===== config.mk =====
export PLATFORM = sky130hd
export DESIGN_NAME = vflick_filter
export DESIGN_NICKNAME = d
export VERILOG_FILES = /design/src/rtl/ffv_pkg.sv /design/src/rtl/ffv_cbar_gen.sv /design/src/rtl/ffv_adapt.sv /design/src/rtl/ffv_mac.sv /design/src/rtl/vflick_filter.sv
export SDC_FILE = /design/constraint.sdc
export NUM_CORES = 1
export LEC_CHECK = 0
export BUFFER_PORTS_ARGS = -buffer_cell sky130_fd_sc_hd__clkbuf_2
export CELL_PAD_IN_SITES_DETAIL_PLACEMENT = 0
export CELL_PAD_IN_SITES_GLOBAL_PLACEMENT = 1
export CORE_MARGIN = 2
export CORE_UTILIZATION = 35
export DETAILED_ROUTE_END_ITERATION = 10
export GPL_ROUTABILITY_DRIVEN = 0
export PLACE_DENSITY = 0.6
export REMOVE_ABC_BUFFERS = 1
export SLEW_MARGIN = 30
export SYNTH_ARGS = -nofsm -noshare
export SYNTH_HDL_FRONTEND = slang
export SYNTH_HIERARCHICAL = 1
export SYNTH_SLANG_ARGS = --single-unit
export TNS_END_PERCENT = 1

===== constraint.sdc =====
create_clock -name clk -period 12.6 [get_ports clk]
set_clock_uncertainty 0.15 [all_clocks]
set_input_delay 0.63 -clock clk [delete_from_list [all_inputs] [get_ports clk]]
set_output_delay 0.63 -clock clk [all_outputs]
set_load 0.01 [all_outputs]

===== src/rtl/ffv_pkg.sv =====
package ffv_pkg;
  localparam int NTAP       = 5;
  localparam int CTR_TAP    = 2;
  localparam int COEF_W     = 6;
  localparam int COEF_SHIFT = 6;
  localparam int ROUND_ADD  = 1 << (COEF_SHIFT - 1);
  localparam int BAR_BITS   = 3;

  typedef enum logic [2:0] {
    SET_L5  = 3'd0,
    SET_L2  = 3'd1,
    SET_L3  = 3'd2,
    SET_L4  = 3'd3,
    SET_ALT = 3'd4
  } coef_set_e;

  function automatic coef_set_e decode_len(input logic [2:0] code);
    if (code[2]) return SET_ALT;
    case (code[1:0])
      2'd1:    return SET_L2;
      2'd2:    return SET_L3;
      2'd3:    return SET_L4;
      default: return SET_L5;
    endcase
  endfunction

  // weights of every set sum to 1 << COEF_SHIFT
  function automatic logic [COEF_W-1:0] coef_w(input coef_set_e s, input int idx);
    logic [COEF_W-1:0] w;
    w = '0;
    case (s)
      SET_L5:  case (idx) 0, 4: w = 6'd4;  1, 3: w = 6'd14; 2: w = 6'd28; default: w = '0; endcase
      SET_L2:  case (idx) 2, 3: w = 6'd32; default: w = '0; endcase
      SET_L3:  case (idx) 1, 3: w = 6'd16; 2: w = 6'd32; default: w = '0; endcase
      SET_L4:  case (idx) 0, 3: w = 6'd8;  1, 2: w = 6'd24; default: w = '0; endcase
      SET_ALT: case (idx) 0, 4: w = 6'd10; 1, 3: w = 6'd12; 2: w = 6'd20; default: w = '0; endcase
      default: w = '0;
    endcase
    return w;
  endfunction
endpackage


===== src/rtl/ffv_cbar_gen.sv =====
module ffv_cbar_gen #(
  parameter int DW       = 8,
  parameter int BAR_LOG2 = 2
) (
  input  logic          clk,
  input  logic          rst_n,
  input  logic          fire,
  input  logic          sol,
  output logic [DW-1:0] bar_y,
  output logic [DW-1:0] bar_c
);
  import ffv_pkg::*;
  localparam int CW = BAR_LOG2 + BAR_BITS;

  logic [CW-1:0]       pix_q;
  logic [CW-1:0]       pix_idx;
  logic [BAR_BITS-1:0] bar;

  assign pix_idx = sol ? '0 : pix_q;
  assign bar     = pix_idx[BAR_LOG2 +: BAR_BITS];

  always_ff @(posedge clk or negedge rst_n) begin
    if (!rst_n)    pix_q <= '0;
    else if (fire) pix_q <= pix_idx + CW'(1);
  end

  always_comb begin
    int ly, lc;
    ly = 235 - 29 * int'(bar);
    lc = 16 + 32 * int'(bar);
    bar_y = DW'(ly) << (DW - 8);
    bar_c = DW'(lc) << (DW - 8);
  end
endmodule


===== src/rtl/ffv_adapt.sv =====
module ffv_adapt #(
  parameter int DW = 8
) (
  input  logic                          clk,
  input  logic                          rst_n,
  input  logic                          fire,
  input  logic                          sol,
  input  logic [2:0]                    code,
  input  logic                          adapt_en,
  input  logic                          ret_mode,
  input  logic [DW-1:0]                 thr,
  input  logic [ffv_pkg::NTAP*DW-1:0]   taps,
  output ffv_pkg::coef_set_e            set,
  output logic                          use_alt
);
  import ffv_pkg::*;

  logic [DW-1:0] up, ctr, dn, d_up, d_dn;
  logic          detect, sticky_q, hold_ok;

  assign up  = taps[(CTR_TAP-1)*DW +: DW];
  assign ctr = taps[CTR_TAP*DW +: DW];
  assign dn  = taps[(CTR_TAP+1)*DW +: DW];

  assign d_up    = (ctr >= up) ? ctr - up : up - ctr;
  assign d_dn    = (ctr >= dn) ? ctr - dn : dn - ctr;
  assign detect  = (d_up > thr) || (d_dn > thr);
  assign hold_ok = sticky_q && !sol && !ret_mode;

  assign use_alt = code[2] || (adapt_en && (detect || hold_ok));
  assign set     = use_alt ? SET_ALT : decode_len(code);

  always_ff @(posedge clk or negedge rst_n) begin
    if (!rst_n)    sticky_q <= 1'b0;
    else if (fire) sticky_q <= adapt_en && !ret_mode && !code[2] && use_alt;
  end
endmodule


===== src/rtl/ffv_mac.sv =====
module ffv_mac #(
  parameter int DW = 8
) (
  input  logic [ffv_pkg::NTAP*DW-1:0] taps,
  input  ffv_pkg::coef_set_e          set,
  output logic [DW-1:0]               res
);
  import ffv_pkg::*;
  localparam int ACC_W = DW + COEF_W + 3;
  localparam logic [ACC_W-1:0] MAXV = ACC_W'((1 << DW) - 1);

  logic [ACC_W-1:0] acc, shifted;

  always_comb begin
    acc = '0;
    for (int i = 0; i < NTAP; i++)
      acc = acc + ACC_W'(coef_w(set, i)) * ACC_W'(taps[i*DW +: DW]);
    shifted = (acc + ACC_W'(ROUND_ADD)) >> COEF_SHIFT;
    res = (shifted > MAXV) ? MAXV[DW-1:0] : shifted[DW-1:0];
  end
endmodule


===== src/rtl/vflick_filter.sv =====
module vflick_filter #(
  parameter int DW       = 8,
  parameter int BAR_LOG2 = 2
) (
  input  logic                      clk,
  input  logic                      rst_n,
  input  logic                      in_valid,
  output logic                      in_ready,
  input  logic                      in_sol,
  input  logic [ffv_pkg::NTAP*DW-1:0] in_y,
  input  logic [ffv_pkg::NTAP*DW-1:0] in_c,
  input  logic [2:0]                sel_y,
  input  logic [2:0]                sel_c,
  input  logic                      adapt_en,
  input  logic                      ret_mode,
  input  logic [DW-1:0]             adapt_thr,
  input  logic                      cbar_en,
  output logic                      out_valid,
  input  logic                      out_ready,
  output logic [DW-1:0]             out_y,
  output logic [DW-1:0]             out_c,
  output logic                      out_alt_y,
  output logic                      out_alt_c
);
  import ffv_pkg::*;
  localparam int NPATH = 2;
  localparam int TW    = NTAP * DW;

  logic adv, fire, s1_v, ov_q;
  logic [DW-1:0] bar_y, bar_c;
  logic [NPATH-1:0][TW-1:0] taps_raw, taps_eff, s1_taps;
  logic [NPATH-1:0][2:0]    code;
  logic [NPATH-1:0][DW-1:0] bar_v, mac_res, res_q;
  logic [NPATH-1:0]         alt_now, s1_alt, alt_q;
  coef_set_e                set_now [NPATH];
  coef_set_e                s1_set  [NPATH];

  assign adv      = !ov_q || out_ready;
  assign in_ready = adv;
  assign fire     = in_valid && adv;

  assign taps_raw[0] = in_y;
  assign taps_raw[1] = in_c;
  assign code[0]     = sel_y;
  assign code[1]     = sel_c;
  assign bar_v[0]    = bar_y;
  assign bar_v[1]    = bar_c;

  ffv_cbar_gen #(.DW(DW), .BAR_LOG2(BAR_LOG2)) cbar_i (
    .clk(clk), .rst_n(rst_n), .fire(fire), .sol(in_sol),
    .bar_y(bar_y), .bar_c(bar_c)
  );

  for (genvar p = 0; p < NPATH; p++) begin : g_path
    assign taps_eff[p] = cbar_en ? {NTAP{bar_v[p]}} : taps_raw[p];

    ffv_adapt #(.DW(DW)) adapt_i (
      .clk(clk), .rst_n(rst_n), .fire(fire), .sol(in_sol),
      .code(code[p]), .adapt_en(adapt_en), .ret_mode(ret_mode),
      .thr(adapt_thr), .taps(taps_eff[p]),
      .set(set_now[p]), .use_alt(alt_now[p])
    );

    ffv_mac #(.DW(DW)) mac_i (
      .taps(s1_taps[p]), .set(s1_set[p]), .res(mac_res[p])
    );

    always_ff @(posedge clk or negedge rst_n) begin
      if (!rst_n) begin
        s1_taps[p] <= '0;
        s1_set[p]  <= SET_L5;
        s1_alt[p]  <= 1'b0;
        res_q[p]   <= '0;
        alt_q[p]   <= 1'b0;
      end else if (adv) begin
        s1_taps[p] <= taps_eff[p];
        s1_set[p]  <= set_now[p];
        s1_alt[p]  <= alt_now[p];
        res_q[p]   <= mac_res[p];
        alt_q[p]   <= s1_alt[p];
      end
    end
  end

  always_ff @(posedge clk or negedge rst_n) begin
    if (!rst_n) begin
      s1_v <= 1'b0;
      ov_q <= 1'b0;
    end else if (adv) begin
      s1_v <= in_valid;
      ov_q <= s1_v;
    end
  end

  assign out_valid = ov_q;
  assign out_y     = res_q[0];
  assign out_c     = res_q[1];
  assign out_alt_y = alt_q[0];
  assign out_alt_c = alt_q[1];
endmodule


# Yosys cells after proc, flatten, opt, wreduce, memory -nomap -nowiden
# Index checks and enable logic that the tools add are counted.
# op_classes
reduce_logical,28
muxes,29
mul,11
n_eq_ne,14
magnitude_cmp,10
add_sub_neg,21
# op_table
operator,n
$add A17 B14 Y17,6
$mux W40,2
$sub A8 B8 Y8,8
$pmux W6 S5,2
$mul A6 B8 Y14,4
$mul A4 B8 Y12,4
$mux W8,6
$pmux W6 S4,2
$pmux W5 S4,2
$add A17 B6 Y17 const B,2
$ge A8 B8 Y1,4
$gt A8 B8 Y1,4
$add A14 B14 Y15,2
$mul A5 B8 Y13,2
$pmux W4 S3,2
$gt A11 B8 Y1 const B,2
$mux W3,6
$pmux W4 S2,2
$eq A3 B2 Y1 const B,4
$logic_and A1 B1 Y1,12
$pmux W2 S3,2
$add A5 B8 Y8 const A,1
$eq A2 B2 Y1 const B,4
$mul A5 B3 Y8 const A,1
other kinds (11),27
# word_totals
inputBits,102
word_cells,128
output_inout_bits,20
regBits,115

# Depth between registers and ports, before layout
# Gate-level depths: netlist of the first run.
# logic_depth
ltp_word,12
mapped_depth,37
ltp_nobuf,34

# Modules after synthesis
# Netlist of the first run, hierarchy kept.
# modules_own_cells
mod,seq_area_each_um2,area_each_um2,instances,cells_per_inst
ffv_mac at g_path[1].mac_i,0.0,5899.4,1,670
vflick_filter,2702.6,5684.2,1,319
ffv_mac at g_path[0].mac_i,0.0,5671.7,1,635
ffv_adapt at g_path[1].adapt_i,25.0,1811.7,1,229
ffv_adapt at g_path[0].adapt_i,25.0,1760.4,1,230
ffv_cbar_gen,125.1,571.8,1,70

# Least setup slack after synthesis of the first run
# OpenSTA, ideal clock, no wires.
# synth_path
path_kind,reg-to-reg
from,reg s1_set[1] in the netlist's numbering
to,"reg res_q, in the netlist out_c[6]"
arrival_time_ns,8.938
path_buffers,3
slack_ns,3.387
required_ns,12.325
period_less_slack_ns,9.213
stages_incl_launch_ff,37
setup_ns,0.125
cell_sequence,dfrtp_1 -> nor2b_1 -> clkbuf_1 -> nand2_1 -> o21ai_0 -> clkbuf_1 -> nand2_1 -> fa_1 -> fa_1 -> inv_1 -> fa_1 -> inv_1 -> fa_1 -> fa_1 -> inv_1 -> fa_1 -> ha_1 -> a21o_1 -> a21o_1 -> a311o_1 -> a21oi_1 -> o21bai_1 -> xor2_1 -> ha_1 -> inv_1 -> fa_1 -> inv_1 -> fa_1 -> ha_1 -> buf_6 -> a21o_1 -> a21boi_1 -> o22a_2 -> o2111ai_1 -> nor4b_4 -> o211ai_2 -> mux2_2
# synth_lines
item,line_no,rtl
start: declaration,vflick_filter.sv:36,coef_set_e s1_set [NPATH];
start signal: indexed assignment,vflick_filter.sv:77,s1_set[p] <= set_now[p];
end signal: indexed assignment,vflick_filter.sv:79,res_q[p] <= mac_res[p];
end: declaration,vflick_filter.sv:33,"logic [NPATH-1:0][DW-1:0] bar_v, mac_res, res_q;"

==> impl_metrics.py, run 1 <==
metrics = {
    "run_status": {
        "run_status": "finished clean",
    },
    "route": {
        "vias": 14710,
        "drc_errors": 0,
        "viasPerCell": 4.853,
        "drt-initial-drc-count": 556,
        "wl_um": 53240,
        "ant_nets": 0,
        "dr.pass1.iters": 4,
        "post_drt_wl_per_cell_um": 17.56,
    },
    "clocking": {
        "htreeDepth": 4,
        "path_clk_slew_ns": 0.06,
        "numCtsBuffers": 17,
        "clock-root-buffer": "clkbuf_16",
        "post_cts_buffers": 0,
        "cts_hold_buf": 0,
        "clk_latency_ns": 0.47,
        "cts_tree": "done",
        "cts_sinks": 115,
        "cts_resized": 0,
        "clockBufferDepth": 2,
    },
    "yosys": {
        "synth_seq_area_share_pct": 13.45,
        "async_flop_share_pct": 100.0,
        "synth_flop_cell": "dfrtp_1",
        "synth_warnings": 6,
        "synthCells": 2153,
        "ys_types": 86,
        "yosysTopAreaCell": "fa_1",
        "synth.area.mux_share_pct": 13.60,
        "synth_edf_count": 0,
        "ys_top_cells_by_count": "inv_1, ha_1, fa_1",
        "synth_top_family_by_area": "adder cells",
        "postSynthAreaPerCell_um2": 9.939,
        "synth-seq-cells": 115,
        "synth-xor-area-share_pct": 2.286,
        "synth_most_common_cell": "inv_1",
        "synthesis.area_um2": 21400,
        "synth.top_cell.area_share_pct": 22.73,
        "synthTopCellsByArea": "fa_1, ha_1, dfrtp_1",
        "synth_compound_area_share_pct": 7.841,
        "synth_simple_gate_area_share_pct": 13.01,
        "synthAdderAreaFrac_pct": 40.04,
    },
    "grt": {
        "overflow": 0,
        "grt_max_degree": 73,
        "grt_usage_pct": 17.64,
        "grt_first_pass_wirelength_um": 86670,
        "grt_pass1_vias": 15880,
        "antenna_found_initial": 0,
    },
    "timing": {
        "slew_headroom_pct": 28.91,
        "final-setup-viol-count": 0,
        "drv_slew": 0,
        "fin_tns_setup_ns": 0,
        "fin_crit_sh_pct": 84.76,
        "rsz0062_at_grt": "no",
        "tightest_slew_ns": 1.063,
        "fmax_ghz": 0.09363,
        "finalCriticalPeriod_ns": 10.68,
        "finalHoldViolCount": 0,
    },
    "critical_path": {
        "rr_startpoint": "s1_set[2]$_DFFE_PN0P_",
        "r2r_end": "out_c[1]$_DFFE_PN0P_",
        "cp_slowest_cell": "nor2b_1",
        "cpMostUsedCell": "fa_1",
        "criticalPathCategory": "reg -> reg",
        "rrSetupSlack_ns": 1.92,
        "critical-path-top-delay-family": "adder cells",
        "critPathMaxStageDelay_ns": 0.81,
        "cp-startpoint": "s1_set[2]$_DFFE_PN0P_",
        "cp.depth": 32,
        "worstSetupStartpointType": "flip-flop",
        "crit_fanout": 22,
        "crit_buf_inv": 4,
        "required_ns": 12.81,
        "crit_end": "out_c[1]$_DFFE_PN0P_",
        "rr_worst_depth": 32,
        "arrival_ns": 10.89,
        "endpoint_kind": "flip-flop",
    },
    "floorplanning": {
        "core-area_um2": 60360,
        "initial_utilization_pct": 35.45,
        "num_io_pins": 122,
        "rows": 90,
        "die_height_um": 251.3,
        "die_area_um2": 63130,
        "die_w_um": 251.3,
    },
    "cells_and_area": {
        "diodes": 0,
        "nNetsFinal": 2877,
        "layout-drive-gt1-share_pct": 17.92,
        "syn2layout_area_growth_pct": 8.461,
    },
    "place": {
        "dp_hpwl_um": 44520,
        "port_buffers": 121,
    },
    "job": {
        "maxCapViolCount": 0,
    },
    "worst_hold_path": {
        "hold_path_class": "in -> async",
    },
}
cell families after synthesis:
group / after synthesis
AOI/OAI and AO/OA: 243
xor gates and xnor gates: 55
adders and majority gates: 539
buffers and inverters: 485
DFF: 115
muxes: 206
other: 2
and+or+nand+nor: 508
cell type report:
| class | count | area [µm²] |
|---|---|---|
| clock buffers | 23 | 478.0 |
| inverters | 410 | 1539 |
| clock inverters | 9 | 127.6 |
| well taps | 782 | 978.4 |
| flip-flops and latches | 115 | 2878 |
| fillers | 6059 | 37150 |
| repair buffers | 136 | 726.9 |
| multi-input cells | 1556 | 16480 |
how the worst min path moves through the flow:
stage                     startpoint                           to  cells past startpoint
global placement    s1_v$_DFFE_PN0P_        out_valid$_DFFE_PN0P_                      1
finish                         rst_n         out_c[3]$_DFFE_PN0P_                      1
floorplan                      rst_n  cbar_i/pix_q[0]$_DFFE_PN0P_                      0
global route                   rst_n         out_c[3]$_DFFE_PN0P_                      1
CTS                            rst_n         out_c[2]$_DFFE_PN0P_                      1
detailed placement  s1_v$_DFFE_PN0P_        out_valid$_DFFE_PN0P_                      1
placed cells by master, fill, tap and decap left out, types with 47 or more instances in the layout:
master    netlist  layout
a21oi_1        67      67
and2_1        155     155
clkbuf_2        1     119
dfrtp_1       115     115
fa_1          243     243
ha_1          296     296
inv_1         410     410
mux2_4        161     161
nand2_1       126     126
nor2_1         49      47
registers in the layout (all words and copies together) (netlist names):
name / flops
s1_taps: 80
out_c: 8
out_y: 8
s1_set: 6
cbar_i/pix_q: 5
g_path.adapt_i/sticky_q: 2
s1_alt: 2
out_alt_c: 1
out_alt_y: 1
out_valid: 1
s1_v: 1
layer usage:
metal / track usage [%] / part of all wire (%) / up-vias
met3: 1.802 / 2.1 / 49
met2: 28.10 / 45 / 179
met5: 0 / 0 / -
met4: 5.629 / 2.1 / 0
met1: 25.10 / 51 / 7323
li1: - / - / 7157
per-stage QoR:
stage          area [µm²]  std cells  hold slack (ns)  util (%)  setup slack [ns]
2_1_floorplan       20870       2081           0.1844         -             3.060
3_3_place_gp        22600       2999           0.2987     37.44             2.060
4_1_cts             23210       3031          0.06730     38.45             1.870
3_5_place_dp        22600       2999           0.3123     37.45             1.870
6_report            23210       3031          0.04439     38.45             1.920
5_1_grt             23210       3031           0.1165     38.45             1.253
Power of run 1 is not shown: default switching activity piles up to over one toggle a cycle in this logic, so the estimate is an artifact.
==> run 2: changes to the inputs <==
--- a/config.mk
+++ b/config.mk
@@ -12,7 +12,7 @@
 export CORE_UTILIZATION = 35
 export DETAILED_ROUTE_END_ITERATION = 10
 export GPL_ROUTABILITY_DRIVEN = 0
-export PLACE_DENSITY = 0.6
+export PLACE_DENSITY = 0.62
 export REMOVE_ABC_BUFFERS = 1
 export SLEW_MARGIN = 30
 export SYNTH_ARGS = -nofsm -noshare
==> constraint.sdc (replaced) <==
create_clock -name clk -period 8.6 [get_ports clk]
set_clock_uncertainty 0.15 [all_clocks]
set_input_delay 0.43 -clock clk [delete_from_list [all_inputs] [get_ports clk]]
set_output_delay 0.43 -clock clk [all_outputs]
set_load 0.01 [all_outputs]
==> run 2 against run 1 <==
  * The flow now finishes with violations (negative setup slack)
  * Sequential share of layout area shrank 0.54 points
  * Register-to-register slack lost 2.1 ns
  * Sequential cell count is the same
  * Cell count grew 3.8%
  * Cell area grew 4.7%
  * First-iteration DRC count shrank 17%
  * Hold slack gained 0.032 ns
  * Setup slack lost 2.1 ns
==> impl_metrics.py, run 2 (synthesis gave the netlist of run 1 again) <==
metrics = {
    "run_status": {
        "run_status": "finished, violations left",
        "failed_checks": "negative setup slack",
    },
    "critical_path": {
        "crit_fanout": 8,
        "criticalPathCategory": "reg -> reg",
        "endpoint_kind": "flip-flop",
        "worstSetupStartpointType": "flip-flop",
        "critPathMaxStageDelay_ns": 0.52,
        "cpMostUsedCell": "fa_1",
        "cp_slowest_cell": "fa_1",
        "arrival_ns": 8.95,
        "required_ns": 8.80,
    },
    "clocking": {
        "path_clk_slew_ns": 0.06,
        "cts_sinks": 115,
        "clockBufferDepth": 2,
        "clk_latency_ns": 0.48,
        "numCtsBuffers": 17,
        "cts_tree": "done",
        "clock-root-buffer": "clkbuf_16",
        "htreeDepth": 4,
    },
    "cells_and_area": {
        "syn2layout_area_growth_pct": 13.58,
        "regMostFlops": "s1_taps",
        "fillCellCount": 6046,
        "layout_common_cells": "inv_1, ha_1, fa_1",
        "largest_reg_flops": 80,
        "layout-drive-gt1-share_pct": 23.36,
        "regArea_um2": 2883,
        "nNetsFinal": 2992,
        "multi_input_area_um2": 16670,
        "final_common_cell": "inv_1",
        "fin_area_um2": 24300,
    },
    "route": {
        "dr.pass1.iters": 5,
        "drt-initial-drc-count": 461,
        "vias": 15170,
        "post_drt_wl_per_cell_um": 17.16,
        "drc_errors": 0,
        "viasPerCell": 4.822,
        "wl_um": 54000,
        "ant_nets": 0,
    },
    "timing": {
        "tightest_slew_ns": 0.9934,
        "drv_slew": 0,
        "finalCriticalPeriod_ns": 8.750,
        "final-setup-viol-count": 8,
        "fmax_ghz": 0.1143,
        "slew_headroom_pct": 33.78,
        "fin_ws_ns": -0.1505,
        "rsz0062_at_grt": "yes",
        "timing.hold.ws_ns": 0.07616,
        "fin_crit_sh_pct": 101.7,
        "finalHoldViolCount": 0,
    },
    "floorplanning": {
        "die_area_um2": 63130,
        "core-area_um2": 60360,
        "num_io_pins": 122,
        "rows": 90,
        "initial_utilization_pct": 35.45,
        "die_w_um": 251.3,
        "die_height_um": 251.3,
    },
    "grt": {
        "grt_pass1_vias": 16170,
        "antenna_found_initial": 0,
        "grt_first_pass_wirelength_um": 87460,
        "grt_max_degree": 73,
        "grt_usage_pct": 17.81,
        "overflow": 0,
    },
    "place": {
        "dp_hpwl_um": 45450,
        "port_buffers": 121,
        "place_area_um2": 23340,
    },
    "worst_hold_path": {
        "hold_path_class": "in -> reg",
    },
    "job": {
        "maxCapViolCount": 0,
    },
}
==> run 2: changes by cell type in the layout (fill, tap and decap cells not counted), moves of 5 or more <==
| cell | delta |
|---|---|
| mux2_2 | -5 |
| mux2_4 | +5 |
| buf_6 | +8 |
| buf_4 | +105 |
==> run 2: final timing paths <==
check                                       from                      end  slack, ns  cells after the start
min in group asynchronous                  rst_n  s1_taps[50]$_DFFE_PN0P_       0.30                      2
max                        s1_set[1]$_DFFE_PN0P_     out_c[2]$_DFFE_PN0P_      -0.15                     33
min reg2reg                     s1_v$_DFFE_PN0P_    out_valid$_DFFE_PN0P_       0.31                      1
min                                     in_valid         s1_v$_DFFE_PN0P_       0.08                      2
max reg2reg                s1_set[1]$_DFFE_PN0P_     out_c[2]$_DFFE_PN0P_      -0.15                     33
max in group asynchronous                  rst_n     out_y[0]$_DFFE_PN0P_       6.92                      3
==> run 2: critical path: cells and delay by family (launching register included) <==
kind / cells / cell delay (ns)
flops: 1 / 0.45
mux: 1 / 0.27
fa+ha+maj: 11 / 4.70
xor+xnor: 1 / 0.18
compound gates: 8 / 1.33
buf+inv: 5 / 0.36
simple gates: 7 / 1.18
==> run 2: stage by stage <==
stage / setup TNS, ns / util [%] / std cells / worst slack, ns
6_report: -1.128 / 40.27 / 3146 / -0.1505
5_1_grt: -4.992 / 40.26 / 3145 / -0.4749
4_1_cts: -1.318 / 40.10 / 3141 / -0.1707
3_5_place_dp: -3.570 / 38.67 / 3096 / -0.4631
3_3_place_gp: -2.092 / 38.66 / 3096 / -0.2643
2_1_floorplan: -10.20 / - / 2081 / -0.9403
==> run 2: layout make-up <==
type,instances,area share (%)
antenna,1,0.01030
clock buffer,19,1.822
clock inverter,12,0.6486
inverter,410,6.332
multi-input combinational,1556,68.57
sequential,115,11.86
tap,782,4.026
timing repair buffer,251,6.728
==> run 2: repair_timing <==
item	CTS	global route
hold endpoints to repair	43	0
endpoints found under the setup margin	14	16
buffers inserted	13	4
hold buffers	1	0
pin swaps	26	22
resized for setup	39	16
==> run 2: metal layers <==
layer	up-vias	GRT usage, %	wire (µm)
li1	7385	-	-
met1	7548	24.95	27040
met2	195	28.74	24450
met3	42	2.495	1609
met4	0	4.847	902
met5	-	0	0
Power of run 2 is left out for the same reason.
